===== src/rtl/poly_decim4_pkg.sv =====
// Shared types and quantized filter coefficients for the polyphase filter.
// Assumes coefficients are integers scaled by 2^-COEF_FRAC.
package poly_decim4_pkg;

    localparam int COEF_W    = 12;
    localparam int COEF_FRAC = 11;

    typedef enum logic {
        BAND_LO = 1'b0,
        BAND_HI = 1'b1
    } band_e;

    // Tap t (0..3) of the chosen band, as a scaled integer.
    function automatic int tap_coef(band_e band, int t);
        int c;
        if (band == BAND_LO) begin
            case (t)
                0:       c = -265;
                1:       c = 459;
                2:       c = 1713;
                default: c = 989;
            endcase
        end else begin
            case (t)
                0:       c = -989;
                1:       c = 1713;
                2:       c = -459;
                default: c = -265;
            endcase
        end
        return c;
    endfunction

endpackage


===== src/rtl/poly_decim4_seq.sv =====
// Line sequencer: tracks the sample index within a line.
// Assumes LINE_LEN is even and at least 2. A start marker forces index 0.
module poly_decim4_seq #(
    parameter int LINE_LEN = 8,
    localparam int IDX_W   = (LINE_LEN > 2) ? $clog2(LINE_LEN) : 1
) (
    input  logic             clk,
    input  logic             rst_n,
    input  logic             in_valid,
    input  logic             in_sol,
    output logic [IDX_W-1:0] idx,
    output logic             is_first,
    output logic             is_odd,
    output logic             is_last
);

    logic [IDX_W-1:0] cnt_q;

    // Effective index of the sample now on the input.
    always_comb begin
        idx      = in_sol ? '0 : cnt_q;
        is_first = (idx == '0);
        is_odd   = idx[0];
        is_last  = (idx == IDX_W'(LINE_LEN - 1));
    end

    // Advance the index on each accepted sample, wrapping at the line end.
    always_ff @(posedge clk) begin
        if (!rst_n)
            cnt_q <= '0;
        else if (in_valid)
            cnt_q <= is_last ? '0 : idx + 1'b1;
    end

    p_index_wraps_r10: assert property (@(posedge clk) disable iff (!rst_n)
        (in_valid && is_last) |=> (cnt_q == '0));

    p_gap_holds_index_r7: assert property (@(posedge clk) disable iff (!rst_n)
        !in_valid |=> $stable(cnt_q));

endmodule


===== src/rtl/poly_decim4_pe.sv =====
// Processing element: multiplies a sample by one of two hard-wired taps,
// chosen by sample parity, for the selected band. Each constant product is
// a sum of shifted copies of the sample, so no general multiplier is built.
module poly_decim4_pe
    import poly_decim4_pkg::*;
#(
    parameter int IN_W     = 12,
    parameter int TAP_EVEN = 1,
    parameter int TAP_ODD  = 0,
    localparam int PW      = IN_W + COEF_W
) (
    input  logic signed [IN_W-1:0] x,
    input  logic                   odd,
    input  band_e                  band,
    output logic signed [PW-1:0]   prod
);

    // Shift-add product of v with the constant c.
    function automatic logic signed [PW-1:0] cmul(input logic signed [IN_W-1:0] v, input int c);
        logic signed [PW-1:0] s;
        int mag;
        s   = '0;
        mag = (c < 0) ? -c : c;
        for (int b = 0; b < COEF_W; b++)
            if (mag[b]) s = s + (PW'(v) <<< b);
        return (c < 0) ? -s : s;
    endfunction

    logic signed [PW-1:0] cand [2][2];

    for (genvar b = 0; b < 2; b++) begin : g_band
        for (genvar p = 0; p < 2; p++) begin : g_phase
            localparam int C = tap_coef(band_e'(b), (p == 1) ? TAP_ODD : TAP_EVEN);
            // Constant product for this band and parity.
            assign cand[b][p] = cmul(x, C);
        end
    end

    // Pick the product for the current band and parity.
    assign prod = cand[band][odd];

endmodule


===== src/rtl/poly_decim4.sv =====
// Polyphase decimate-by-2 four-tap analysis filter.
// Even samples feed taps 1 and 3, odd samples taps 0 and 2. The older pair
// of taps is carried in one partial-sum register. In periodic mode the
// first output is deferred and completed with the line's tail.
// Assumes LINE_LEN is even and at least 2.
module poly_decim4
    import poly_decim4_pkg::*;
#(
    parameter int IN_W     = 12,
    parameter int LINE_LEN = 8,
    localparam int PW      = IN_W + COEF_W,
    localparam int OUT_W   = PW + 2,
    localparam int IDX_W   = (LINE_LEN > 2) ? $clog2(LINE_LEN) : 1
) (
    input  logic                    clk,
    input  logic                    rst_n,
    input  logic signed [IN_W-1:0]  in_data,
    input  logic                    in_valid,
    input  logic                    in_sol,
    input  logic                    hp_sel,
    input  logic                    wrap_en,
    output logic signed [OUT_W-1:0] out_data,
    output logic                    out_valid
);

    logic [IDX_W-1:0]        idx;
    logic                    is_first, is_odd, is_last;
    band_e                   band_q, band_cur;
    logic                    ext_q, ext_cur;
    logic signed [PW-1:0]    prod_a, prod_b;
    logic signed [PW-1:0]    even_a_q, even_b_q;
    logic signed [OUT_W-1:0] part_q, head_q, odd_sum;
    logic                    wrap_pend_q;

    poly_decim4_seq #(.LINE_LEN(LINE_LEN)) seq_i (
        .clk      (clk),
        .rst_n    (rst_n),
        .in_valid (in_valid),
        .in_sol   (in_sol),
        .idx      (idx),
        .is_first (is_first),
        .is_odd   (is_odd),
        .is_last  (is_last)
    );

    // Band and border mode of the line: live at index 0, held afterwards.
    always_comb begin
        band_cur = is_first ? band_e'(hp_sel) : band_q;
        ext_cur  = is_first ? wrap_en : ext_q;
    end

    poly_decim4_pe #(.IN_W(IN_W), .TAP_EVEN(1), .TAP_ODD(0)) pe_near_i (
        .x    (in_data),
        .odd  (is_odd),
        .band (band_cur),
        .prod (prod_a)
    );

    poly_decim4_pe #(.IN_W(IN_W), .TAP_EVEN(3), .TAP_ODD(2)) pe_far_i (
        .x    (in_data),
        .odd  (is_odd),
        .band (band_cur),
        .prod (prod_b)
    );

    // Completed output for an odd sample: newest taps plus carried partial sum.
    assign odd_sum = OUT_W'(prod_a) + OUT_W'(even_a_q) + part_q;

    // Main datapath: hold even products, update the partial sum, emit outputs.
    always_ff @(posedge clk) begin
        if (!rst_n) begin
            band_q      <= BAND_LO;
            ext_q       <= 1'b0;
            even_a_q    <= '0;
            even_b_q    <= '0;
            part_q      <= '0;
            head_q      <= '0;
            wrap_pend_q <= 1'b0;
            out_data    <= '0;
            out_valid   <= 1'b0;
        end else begin
            out_valid   <= 1'b0;
            wrap_pend_q <= 1'b0;
            if (wrap_pend_q) begin
                out_data  <= head_q + part_q;
                out_valid <= 1'b1;
            end
            if (in_valid) begin
                if (is_first) begin
                    band_q <= band_e'(hp_sel);
                    ext_q  <= wrap_en;
                    part_q <= '0;
                end
                if (!is_odd) begin
                    even_a_q <= prod_a;
                    even_b_q <= prod_b;
                end else begin
                    part_q <= OUT_W'(prod_b) + OUT_W'(even_b_q);
                    if (ext_cur && idx == IDX_W'(1)) begin
                        head_q <= odd_sum;
                    end else begin
                        out_data  <= odd_sum;
                        out_valid <= 1'b1;
                    end
                    if (ext_cur && is_last)
                        wrap_pend_q <= 1'b1;
                end
            end
        end
    end

    p_even_silent_r2: assert property (@(posedge clk) disable iff (!rst_n)
        (in_valid && !is_odd && !wrap_pend_q) |=> !out_valid);

    p_odd_emits_r2: assert property (@(posedge clk) disable iff (!rst_n)
        (in_valid && is_odd && !(ext_cur && idx == IDX_W'(1))) |=> out_valid);

    p_deferred_head_r6: assert property (@(posedge clk) disable iff (!rst_n)
        (in_valid && is_odd && ext_cur && idx == IDX_W'(1) && !is_last) |=> !out_valid);

    p_wrap_after_last_r6: assert property (@(posedge clk) disable iff (!rst_n)
        (in_valid && is_last && ext_cur) |=> ##1 out_valid);

    p_start_clears_part_r8: assert property (@(posedge clk) disable iff (!rst_n)
        (in_valid && in_sol) |=> (part_q == '0));

    p_idle_silent_r7: assert property (@(posedge clk) disable iff (!rst_n)
        (!in_valid && !wrap_pend_q) |=> !out_valid);

endmodule


===== config.mk =====
export PLATFORM = sky130hd
export DESIGN_NAME = poly_decim4
export DESIGN_NICKNAME = d
export VERILOG_FILES = /design/src/rtl/poly_decim4_pkg.sv /design/src/rtl/poly_decim4_seq.sv /design/src/rtl/poly_decim4_pe.sv /design/src/rtl/poly_decim4.sv
export SDC_FILE = /design/constraint.sdc
export NUM_CORES = 1
export LEC_CHECK = 0
export BUFFER_PORTS_ARGS = -buffer_cell sky130_fd_sc_hd__clkbuf_2
export CAP_MARGIN = 20
export CORE_MARGIN = 5
export CORE_UTILIZATION = 55
export DETAILED_ROUTE_END_ITERATION = 8
export HOLD_SLACK_MARGIN = 0.12
export PLACE_DENSITY_LB_ADDON = 0.05
export RECOVER_POWER = 25
export REMOVE_ABC_BUFFERS = 1
export SYNTH_ARGS = -nofsm -noshare
export SYNTH_HDL_FRONTEND = slang
export SYNTH_SLANG_ARGS = --single-unit

===== constraint.sdc =====
create_clock -name clk -period 18.1 [get_ports clk]
set_clock_uncertainty 0.15 [all_clocks]
set_input_delay 2.715 -clock clk [delete_from_list [all_inputs] [get_ports clk]]
set_output_delay 2.715 -clock clk [all_outputs]
set_load 0.02 [all_outputs]

== Yosys cells after proc, flatten, opt, wreduce, memory -nomap -nowiden ==
Index checks and enable logic that the tools add are counted.

* Register bits after elaboration: 133
* Output and inout bits: 27
* Logic and storage cells: 79

* Add/sub/neg operators: 27
* Order comparisons: 2
* Equal/unequal tests: 2
* Multiplexer cells: 27
* Bitwise operators: 3
* Reduce and logical (&&, ||, !) cells: 8

{| class="wikitable"
|+ Operators with widths
! kind !! count
|-
| 2-to-1 mux 48 bit || 6
|-
| 2-to-1 mux 26 bit || 6
|-
| 2-to-1 mux 24 bit || 6
|-
| adder 24 x 19 -> 24 bit || 3
|-
| negation 24 bit || 3
|-
| adder 24 x 24 -> 25 bit || 2
|-
| adder 24 x 20 -> 24 bit || 2
|-
| adder 24 x 21 -> 24 bit || 2
|-
| adder 25 x 26 -> 26 bit || 1
|-
| adder 26 bit || 1
|-
| adder 24 x 18 -> 24 bit || 1
|-
| adder 24 x 22 -> 24 bit || 1
|-
| adder 16 x 20 -> 21 bit || 1
|-
| adder 16 x 18 -> 19 bit || 1
|-
| adder 17 x 17 -> 18 bit || 1
|-
| adder 12 x 16 -> 17 bit || 1
|-
| adder 16 x 16 -> 17 bit || 1
|-
| adder 12 x 15 -> 16 bit || 1
|-
| adder 14 x 15 -> 16 bit || 1
|-
| adder 15 x 15 -> 16 bit || 1
|-
| adder 12 x 14 -> 15 bit || 1
|-
| adder 12 x 13 -> 14 bit || 1
|-
| 2-to-1 mux 1 bit || 7
|-
| 2-to-1 mux 3 bit || 2
|-
| 11 further kinds || 16
|}

== Logic depth before layout (Yosys ltp) ==
Gate-level depths: netlist of the first run.

* Depth in word-level cells: 19
* Mapped depth: 37

== Cells and area by module ==
Synthesis of the first run repeated with hierarchy kept, for this count alone.

* Cells, all modules: 2,844
* Area total of the unflattened synthesis: 25,089.1 um^2

{| class="wikitable"
|+ By module, submodules not included
! module !! instances !! cells an instance !! area each (um^2) !! sequential area each (um^2)
|-
| poly_decim4 || 1 || 1,026 || 8,535.7 || 2,582.5
|-
| poly_decim4_pe at pe_far_i || 1 || 915 || 8,364.3 || 0.0
|-
| poly_decim4_pe at pe_near_i || 1 || 880 || 7,991.4 || 0.0
|-
| poly_decim4_seq || 1 || 23 || 197.7 || 60.1
|}

== Worst setup path before layout of the first run ==
OpenSTA, ideal clock, no wires.

* Path kind: input port to flip-flop
* Start point: input port in_data[0]
* End point: register out_data[23]
* Library setup time: 134 ps
* Data arrival time: 10,893 ps
* Required time: 17,816 ps
* Setup slack: 6,923 ps
* Stages: 33
* Buffers on the path: 1
* Cell sequence: fa_1 -> ha_1 -> fa_1 -> a21o_1 -> a21oi_1 -> o21bai_1 -> a21oi_1 -> o21bai_1 -> a21oi_1 -> xnor2_1 -> fa_1 -> fa_1 -> fa_1 -> inv_1 -> ha_1 -> clkbuf_1 -> a21o_1 -> a221oi_1 -> a21oi_1 -> xor2_1 -> or4b_1 -> nor3b_2 -> a21oi_1 -> a31o_1 -> a211oi_1 -> fa_1 -> ha_1 -> nand2_1 -> or2_2 -> o211ai_1 -> a31o_2 -> xnor2_1 -> a211oi_1

* Longest elaborated chain between the ends: 19
* Elaborated cells on any way between the ends: 32

{| class="wikitable"
|+ Ends and longest elaborated chain
! element !! line !! RTL
|-
| start, declared || poly_decim4.sv:17 || <nowiki>input logic signed [IN_W-1:0] in_data,</nowiki>
|-
| adder 12 x 14 -> 15 bit || poly_decim4_pe.sv:25 || <nowiki>if (mag[b]) s = s + (PW'(v) <<< b);</nowiki>
|-
| adder 15 x 15 -> 16 bit || poly_decim4_pe.sv:25 ||
|-
| adder 16 x 16 -> 17 bit || -- ||
|-
| adder 24 x 18 -> 24 bit || poly_decim4_pe.sv:25 ||
|-
| adder 24 x 19 -> 24 bit || -- ||
|-
| adder 24 x 20 -> 24 bit || -- ||
|-
| adder 24 x 21 -> 24 bit || poly_decim4_pe.sv:25 ||
|-
| negation 24 bit || -- ||
|-
| 2-to-1 mux 48 bit (not written as such) (*) (3 in series) || poly_decim4_pe.sv:40 || <nowiki>assign prod = cand[band][odd];</nowiki>
|-
| 2-to-1 mux 24 bit (not written as such) (*) (3 in series) || poly_decim4_pe.sv:40 ||
|-
| via pe_near_i.prod[20] || poly_decim4_pe.sv:15 || <nowiki>output logic signed [PW-1:0] prod</nowiki>
|-
| adder 24 x 24 -> 25 bit (*) || poly_decim4.sv:67 || <nowiki>assign odd_sum = OUT_W'(prod_a) + OUT_W'(even_a_q) + part_q;</nowiki>
|-
| adder 25 x 26 -> 26 bit (*) || poly_decim4.sv:67 ||
|-
| 2-to-1 mux 26 bit (*) || poly_decim4.sv:99 || <nowiki>if (ext_cur && idx == IDX_W'(1)) begin</nowiki>
|-
| 2-to-1 mux 26 bit (*) || poly_decim4.sv:94 || <nowiki>if (!is_odd) begin</nowiki>
|-
| 2-to-1 mux 26 bit (*) || poly_decim4.sv:88 || <nowiki>if (in_valid) begin</nowiki>
|-
| end signal, assigned || poly_decim4.sv:85 || <nowiki>out_data <= head_q + part_q;</nowiki>
|-
| end signal, assigned || poly_decim4.sv:102 || <nowiki>out_data <= odd_sum;</nowiki>
|-
| end, declared || poly_decim4.sv:22 || <nowiki>output logic signed [OUT_W-1:0] out_data,</nowiki>
|}

Mark *: on every way through the listed nets, which the timed path passes. The rest lies on a longest branch. The select of a mux whose other input is x is not followed.
A chain may end at the register's enable or synchronous reset.

== Final worst setup path of the first run ==
* Start point: input port in_data[3]
* End point: register out_data[24]

The elaborated chain is that of the path after synthesis.

==> results.tsv, run 1 <==
stage	metric	value	unit
outcome	status	finished, violations left	
outcome	violations	max-capacitance violations, max-slew violations	
clock_tree	cts_resized	0	
yosys	ys_ff_latch	131	
routing	drtAntennaViolNets	0	
timing	post-route-period-util	0.678	
hold_path	whs_path_depth	2	
routing	via_count	16000	
global_route	grt_use_met1	0.376	
yosys	syn_area_per_cell	8.10	um2
global_route	grt_pass1_vias	15600	
die	io_pins	45	
critical_path	timing.rr.start	seq_i.cnt_q[0]	
yosys	synth_top_area_share	0.163	
timing	tightest_slew	4.08	ns
critical_path	rr_endpoint	out_data[23]	
yosys	ys_warn_count	0	
critical_path	crit_top_cell	fa_1	
global_route	grt_usage	0.273	
clock_tree	clkSlewWorstSetupHoldPaths	0.05	ns
clock_tree	clk_latency	0.43	ns
die	die_area	37200	um2
power	combPwrFrac	0.802	
clock_tree	clock-sinks	131	
critical_path	crit_slowest_cell	a2111oi_0	
power	p_int	1.72	mW
clock_tree	cts_root_buf	clkbuf_16	
final_layout	fin_cells	2734	
global_route	overflow	0	
global_route	grt_use_met3	0.0159	
timing	slew_viol_final	151	
die	die_h	193	um
critical_path	crit_required	18.29	ns
final_layout	syn_to_final_growth	6.61	%
yosys	synth_edf_count	0	
timing	max_freq	0.0815	GHz
place	io_buffer_count	44	
critical_path	critPathMaxFanout	18	
power	switching_share	0.527	
timing	relSlewSlack	-1.72	
clock_tree	cts_setup_buffers	0	
critical_path	critPathMaxStageDelay	0.61	ns
job	cap_violations	3	
power	powerDensity	186	nW/um2
timing	period_minus_slack	12.27	ns
critical_path	worstSetupStartpointType	input pin	
clock_tree	h-tree-depth	4	
clock_tree	clk_path_buf_depth	2	
yosys	ys_seq_area_frac	0.143	
yosys	syn_area	18400	um2
clock_tree	ctsHoldBuffers	0	
power	clockPowerShare	0.101	
hold_path	hold_start	head_q[3]	
yosys	async_flop_share	0	
critical_path	worstRegToRegCells	22	
routing	vias_per_cell	5.84	
place	numPlacedInstances	2701	
routing	first_pass_iters	6	
die	rows	67	
place	gp_congestion	0.917	
power	p_seq_frac	0.097	
routing	drc	0	
final_layout	num_antenna_cells	0	
routing	totalWireLength	49700	um
timing	tns	0	ns
yosys	synth_most_common_cell	ha_1	
clock_tree	cts_tree	yes	
die	die_x	193	um
yosys	synthTopCellsByArea	ha_1 16%, dfxtp_1 14%, fa_1 14%	
yosys	yosysTopAreaCell	ha_1	
critical_path	r2r_slack	11.60	ns
yosys	synthFlopType	dfxtp_1	
global_route	grt_pass1_wl	81500	um
place	dp_slack	5.53	ns
global_route	grt_max_degree	87	
critical_path	crit_type	in -> reg	
final_layout	nets	2662	
die	core_area	33300	um2
timing	setup_viol	0	
power	p_leak	8.66	nW
hold_path	worstHoldEndpoint	head_q[3]	
power	p_switching	1.92	mW
timing	fin_ws	5.83	ns
yosys	ys_types	87	
global_route	antenna_found_initial	0	
final_layout	final_layout_size_suffix_gt1_frac	0.0486	
global_route	top_usage_layer	met2	
yosys	syn_inst	2270	
place	place_hpwl	40000	um
timing	hold_viol	0	
yosys	synthTopCellsByCount	240 x ha_1, 224 x a21oi_1, 199 x nand2_1, 198 x inv_1, 194 x nor2_1	
timing	rsz0062_at_grt	no	
clock_tree	cts_buffers	17	
power	vdd_drop_max	0.127	mV
global_route	grtUsageMet2	0.471	
routing	wl_per_cell	18.2	um
routing	first_iter_violations	918	
hold_path	hold_class	reg -> reg	
critical_path	cp.arrival	12.46	ns
die	start_util	0.553	
critical_path	setup.worst_path.end_class	flip-flop	
-- worst max path at each step --
stage	startpoint	to	slack, ns	cells after the start
3_5_place_dp	in_data[3]	head_q[25]	5.53	35
4_1_cts	in_data[3]	head_q[25]	5.96	35
5_1_grt	in_data[3]	head_q[24]	5.13	37
3_3_place_gp	in_data[3]	head_q[25]	5.71	35
6_report	in_data[3]	out_data[24]	5.83	37
2_1_floorplan	in_data[0]	out_data[23]	6.85	34
-- worst max-delay path: cells and delay by family --
| kind | cells | cell delay, ns |
|---|---|---|
| xor gates and xnor gates | 3 | 0.60 |
| adders and majority gates | 9 | 3.87 |
| and+or+nand+nor | 5 | 1.16 |
| AOI/OAI and AO/OA | 18 | 3.49 |
| buffers and inverters | 2 | 0.59 |
-- layout by cell type (no fill, tap or decap), types with 34 or more instances in the layout --
cell	instances
a21o_1	40
nand2_1	199
nand3_1	59
mux2i_1	38
o21ai_0	119
clkbuf_1	34
a21oi_1	224
xor2_1	70
inv_1	197
nor3_1	38
xnor2_1	105
dfxtp_1	130
a211oi_1	60
ha_1	240
fa_1	131
nor2_1	193
-- sequential cells by signal, summed over array words and instances, names as in the netlist --
name / flops
band_q: 1
out_data: 26
seq_i.cnt_q: 3
head_q: 26
out_valid: 1
ext_q: 1
wrap_pend_q: 1
even_a_q: 24
even_b_q: 23
part_q: 25
-- layer usage --
layer / wire [um] / part of all wire
met1: 23200 / 0.47
met3: 1760 / 0.035
met4: 979 / 0.020
met5: 0 / 0
met2: 23700 / 0.48
-- power groups by stage --
stage               clock, mW  sequential, mW  combinational (mW)
floorplan                   0           0.359                2.21
CTS                     0.374           0.355                2.89
global placement            0           0.360                2.82
global route            0.386           0.360                3.25
finish                  0.368           0.355                2.92
detailed placement          0           0.361                2.86
-- cells by family after synthesis --
| logic type | synth area share |
|---|---|
| AOI/OAI and AO/OA | 0.215 |
| and+or+nand+nor | 0.160 |
| adders and majority gates | 0.306 |
| buffers and inverters | 0.0571 |
| xor gates and xnor gates | 0.0833 |
| DFF | 0.143 |
| muxes | 0.0355 |
-- cell type report --
cell class | instances | area, um2
Multi-Input combinational cell | 1861 | 14700
Fill cell | 3126 | 13700
Clock buffer | 20 | 447
Tap cell | 448 | 561
Timing Repair Buffer | 61 | 305
Clock inverter | 12 | 181
Inverter | 201 | 756
Sequential cell | 131 | 2620
-- through the flow --
step	utilization	hold WS, ns	power, mW	cell area, um2
2_1_floorplan	-	0.285	2.56	18100
3_3_place_gp	0.571	0.296	3.18	19000
3_5_place_dp	0.571	0.301	3.22	19000
4_1_cts	0.590	0.308	3.62	19600
5_1_grt	0.589	0.326	3.99	19600
6_report	0.589	0.307	3.64	19600
Note: power is estimated with default switching activity, not from simulation.
==> run 2: changes to the inputs <==
==> constraint.sdc (replaced) <==
create_clock -name clk -period 9.9 [get_ports clk]
set_clock_uncertainty 0.15 [all_clocks]
set_input_delay 1.485 -clock clk [delete_from_list [all_inputs] [get_ports clk]]
set_output_delay 1.485 -clock clk [all_outputs]
set_load 0.02 [all_outputs]
==> run 2 against run 1 <==
Net effect: the flow now finishes without violations; via count increased by 4.7%; non-clock buffer count increased by 195; first-iteration DRC count decreased by 2.1%; largest cell class unchanged; die area unchanged.
==> results.tsv, run 2 (synthesis gave the netlist of run 1 again) <==
stage	metric	value	unit	change
timing	fin_ws	0.328	ns	-5.50 ns
clock_tree	cts_tree	yes		
critical_path	cp-endpoint	out_data[24]		
clock_tree	clk_latency	0.43	ns	about the same
critical_path	timing.rr.start	seq_i.cnt_q[0]		
critical_path	crit_top_cell	fa_1		
critical_path	worstSetupStartpointType	input pin		
place	placed_area	20400	um2	+7.4%
timing	period_minus_slack	9.57	ns	
timing	tightest_slew	1.35	ns	-2.73 ns
global_route	overflow	0		unchanged
global_route	grt_use_met1	0.373		-0.00283
final_layout	syn_to_final_growth	15.9	%	
timing	setup_viol	0		unchanged
critical_path	cp.arrival	9.76	ns	-2.70 ns
die	die_x	193	um	unchanged
critical_path	crit_required	10.09	ns	-8.20 ns
critical_path	crit_type	in -> reg		
place	place_hpwl	42400	um	+5.9%
critical_path	worstRegToRegCells	20		-9.1%
final_layout	fillers	3072		-1.7%
clock_tree	clock-sinks	131		unchanged
place	gp_congestion	0.960		+4.7%
clock_tree	h-tree-depth	4		unchanged
global_route	grtUsageMet2	0.498		+0.0274
final_layout	final_cell_area	21300	um2	+8.7%
critical_path	setup.worst_path.end_class	flip-flop		
final_layout	layout_commonest_cell	ha_1		
routing	drtAntennaViolNets	0		unchanged
critical_path	crit_slowest_cell	fa_1		
die	die_area	37200	um2	unchanged
place	io_buffer_count	44		unchanged
routing	via_count	16700		+4.7%
power	vdd_drop_max	0.233	mV	+83%
timing	max_freq	0.104	GHz	
place	numPlacedInstances	2889		+7.0%
routing	totalWireLength	52300	um	+5.3%
global_route	grt_pass1_wl	84600	um	+3.7%
clock_tree	ctsHoldBuffers	0		unchanged
place	dp_slack	-0.573	ns	-6.10 ns
die	core_area	33300	um2	unchanged
critical_path	critPathMaxFanout	4		-14
routing	vias_per_cell	5.71		-2.2%
routing	first_iter_violations	899		-2.1%
timing	post-route-period-util	0.967		
final_layout	top_regs	head_q: 26 flops, out_data: 26 flops, part_q: 25 flops		
clock_tree	cts_buffers	17		unchanged
critical_path	r2r_slack	3.64	ns	-7.96 ns
final_layout	layout_common_cells	233 x ha_1, 213 x a21oi_1, 207 x buf_4		
die	start_util	0.553		unchanged
hold_path	hold_class	reg -> reg		
critical_path	crit_start	in_data[0]		
final_layout	final_layout_size_suffix_gt1_frac	0.144		+0.0959
global_route	top_usage_layer	met2		
timing	relSlewSlack	0.0721		+1.79
die	die_h	193	um	unchanged
global_route	grt_pass1_vias	16400		+5.3%
critical_path	critPathMaxStageDelay	0.54	ns	-0.07 ns
job	cap_violations	0		-3
global_route	grt_usage	0.284		+0.0113
clock_tree	clkSlewWorstSetupHoldPaths	0.06	ns	about the same
final_layout	num_antenna_cells	0		unchanged
power	powerDensity	372	nW/um2	+100%
outcome	status	finished, final reports clean		
routing	wl_per_cell	17.9	um	-1.6%
timing	tns	0	ns	unchanged
die	io_pins	45		unchanged
clock_tree	cts_root_buf	clkbuf_16		
die	rows	67		unchanged
power	p_leak	9.64	nW	+11%
final_layout	fin_cells	2927		+7.1%
timing	slew_viol_final	0		-100%
global_route	grt_max_degree	94		+8.0%
timing	hold_viol	0		unchanged
routing	drc	0		unchanged
clock_tree	clk_path_buf_depth	2		unchanged
routing	first_pass_iters	6		unchanged
global_route	antenna_found_initial	0		unchanged
final_layout	nets	2857		+7.3%
global_route	grt_use_met3	0.0217		+0.00579
critical_path	rr_endpoint	out_data[22]		
## run 2: worst min path at each step
stage	start	end	cells past startpoint
global route	head_q[10]	head_q[10]	2
detailed placement	even_a_q[2]	even_a_q[2]	2
CTS	head_q[7]	head_q[7]	2
global placement	head_q[18]	head_q[18]	2
floorplan	seq_i.cnt_q[0]	seq_i.cnt_q[0]	2
finish	head_q[9]	head_q[9]	2
## run 2: per-layer routing
layer / share of wire / wire (um) / up-vias
met2: 0.49 / 25600 / 378
met1: 0.44 / 23200 / 7876
met4: 0.030 / 1570 / 0
li1: - / - / 8378
met3: 0.037 / 1940 / 81
met5: 0 / 0 / -
## run 2: area by class of cell
cell class / instances / area (um2) / area share
multi-input combinational: 1861 / 15000 / 0.706
sequential: 131 / 2620 / 0.123
timing repair buffer: 256 / 1800 / 0.0845
inverter: 201 / 756 / 0.0354
tap: 448 / 561 / 0.0263
clock buffer: 19 / 443 / 0.0208
clock inverter: 11 / 90.1 / 0.00423
## run 2: critical path: cells and delay by family
kind / cells / cell delay, ns
AO/OA/AOI/OAI: 15 / 2.25
XOR/XNOR: 3 / 0.55
AND/OR/NAND/NOR: 5 / 1.05
multiplexers: 1 / 0.52
adder cells (fa/ha/maj): 9 / 3.58
buffers and inverters: 3 / 0.32
## run 2: report_power, final
part / switching [mW] / internal [mW]
clock: 0.240 / 0.345
combinational: 3.57 / 3.12
sequential: 0.0515 / 0.597
## run 2: timing repair
| item | in CTS | in global routing |
|---|---|---|
| pin swaps | 1 | 32 |
| buffers inserted | 0 | 6 |
| gates resized for setup | 4 | 61 |
| endpoints found under the setup margin | 12 | 26 |
## run 2: through the flow
| stage | util | power, mW | hold WS (ns) |
|---|---|---|---|
| finish | 0.641 | 7.93 | 0.310 |
| global route | 0.641 | 8.65 | 0.325 |
| CTS | 0.630 | 7.57 | 0.310 |
| detailed placement | 0.614 | 6.94 | 0.302 |
| global placement | 0.614 | 6.84 | 0.296 |
| floorplan | - | 4.69 | 0.285 |
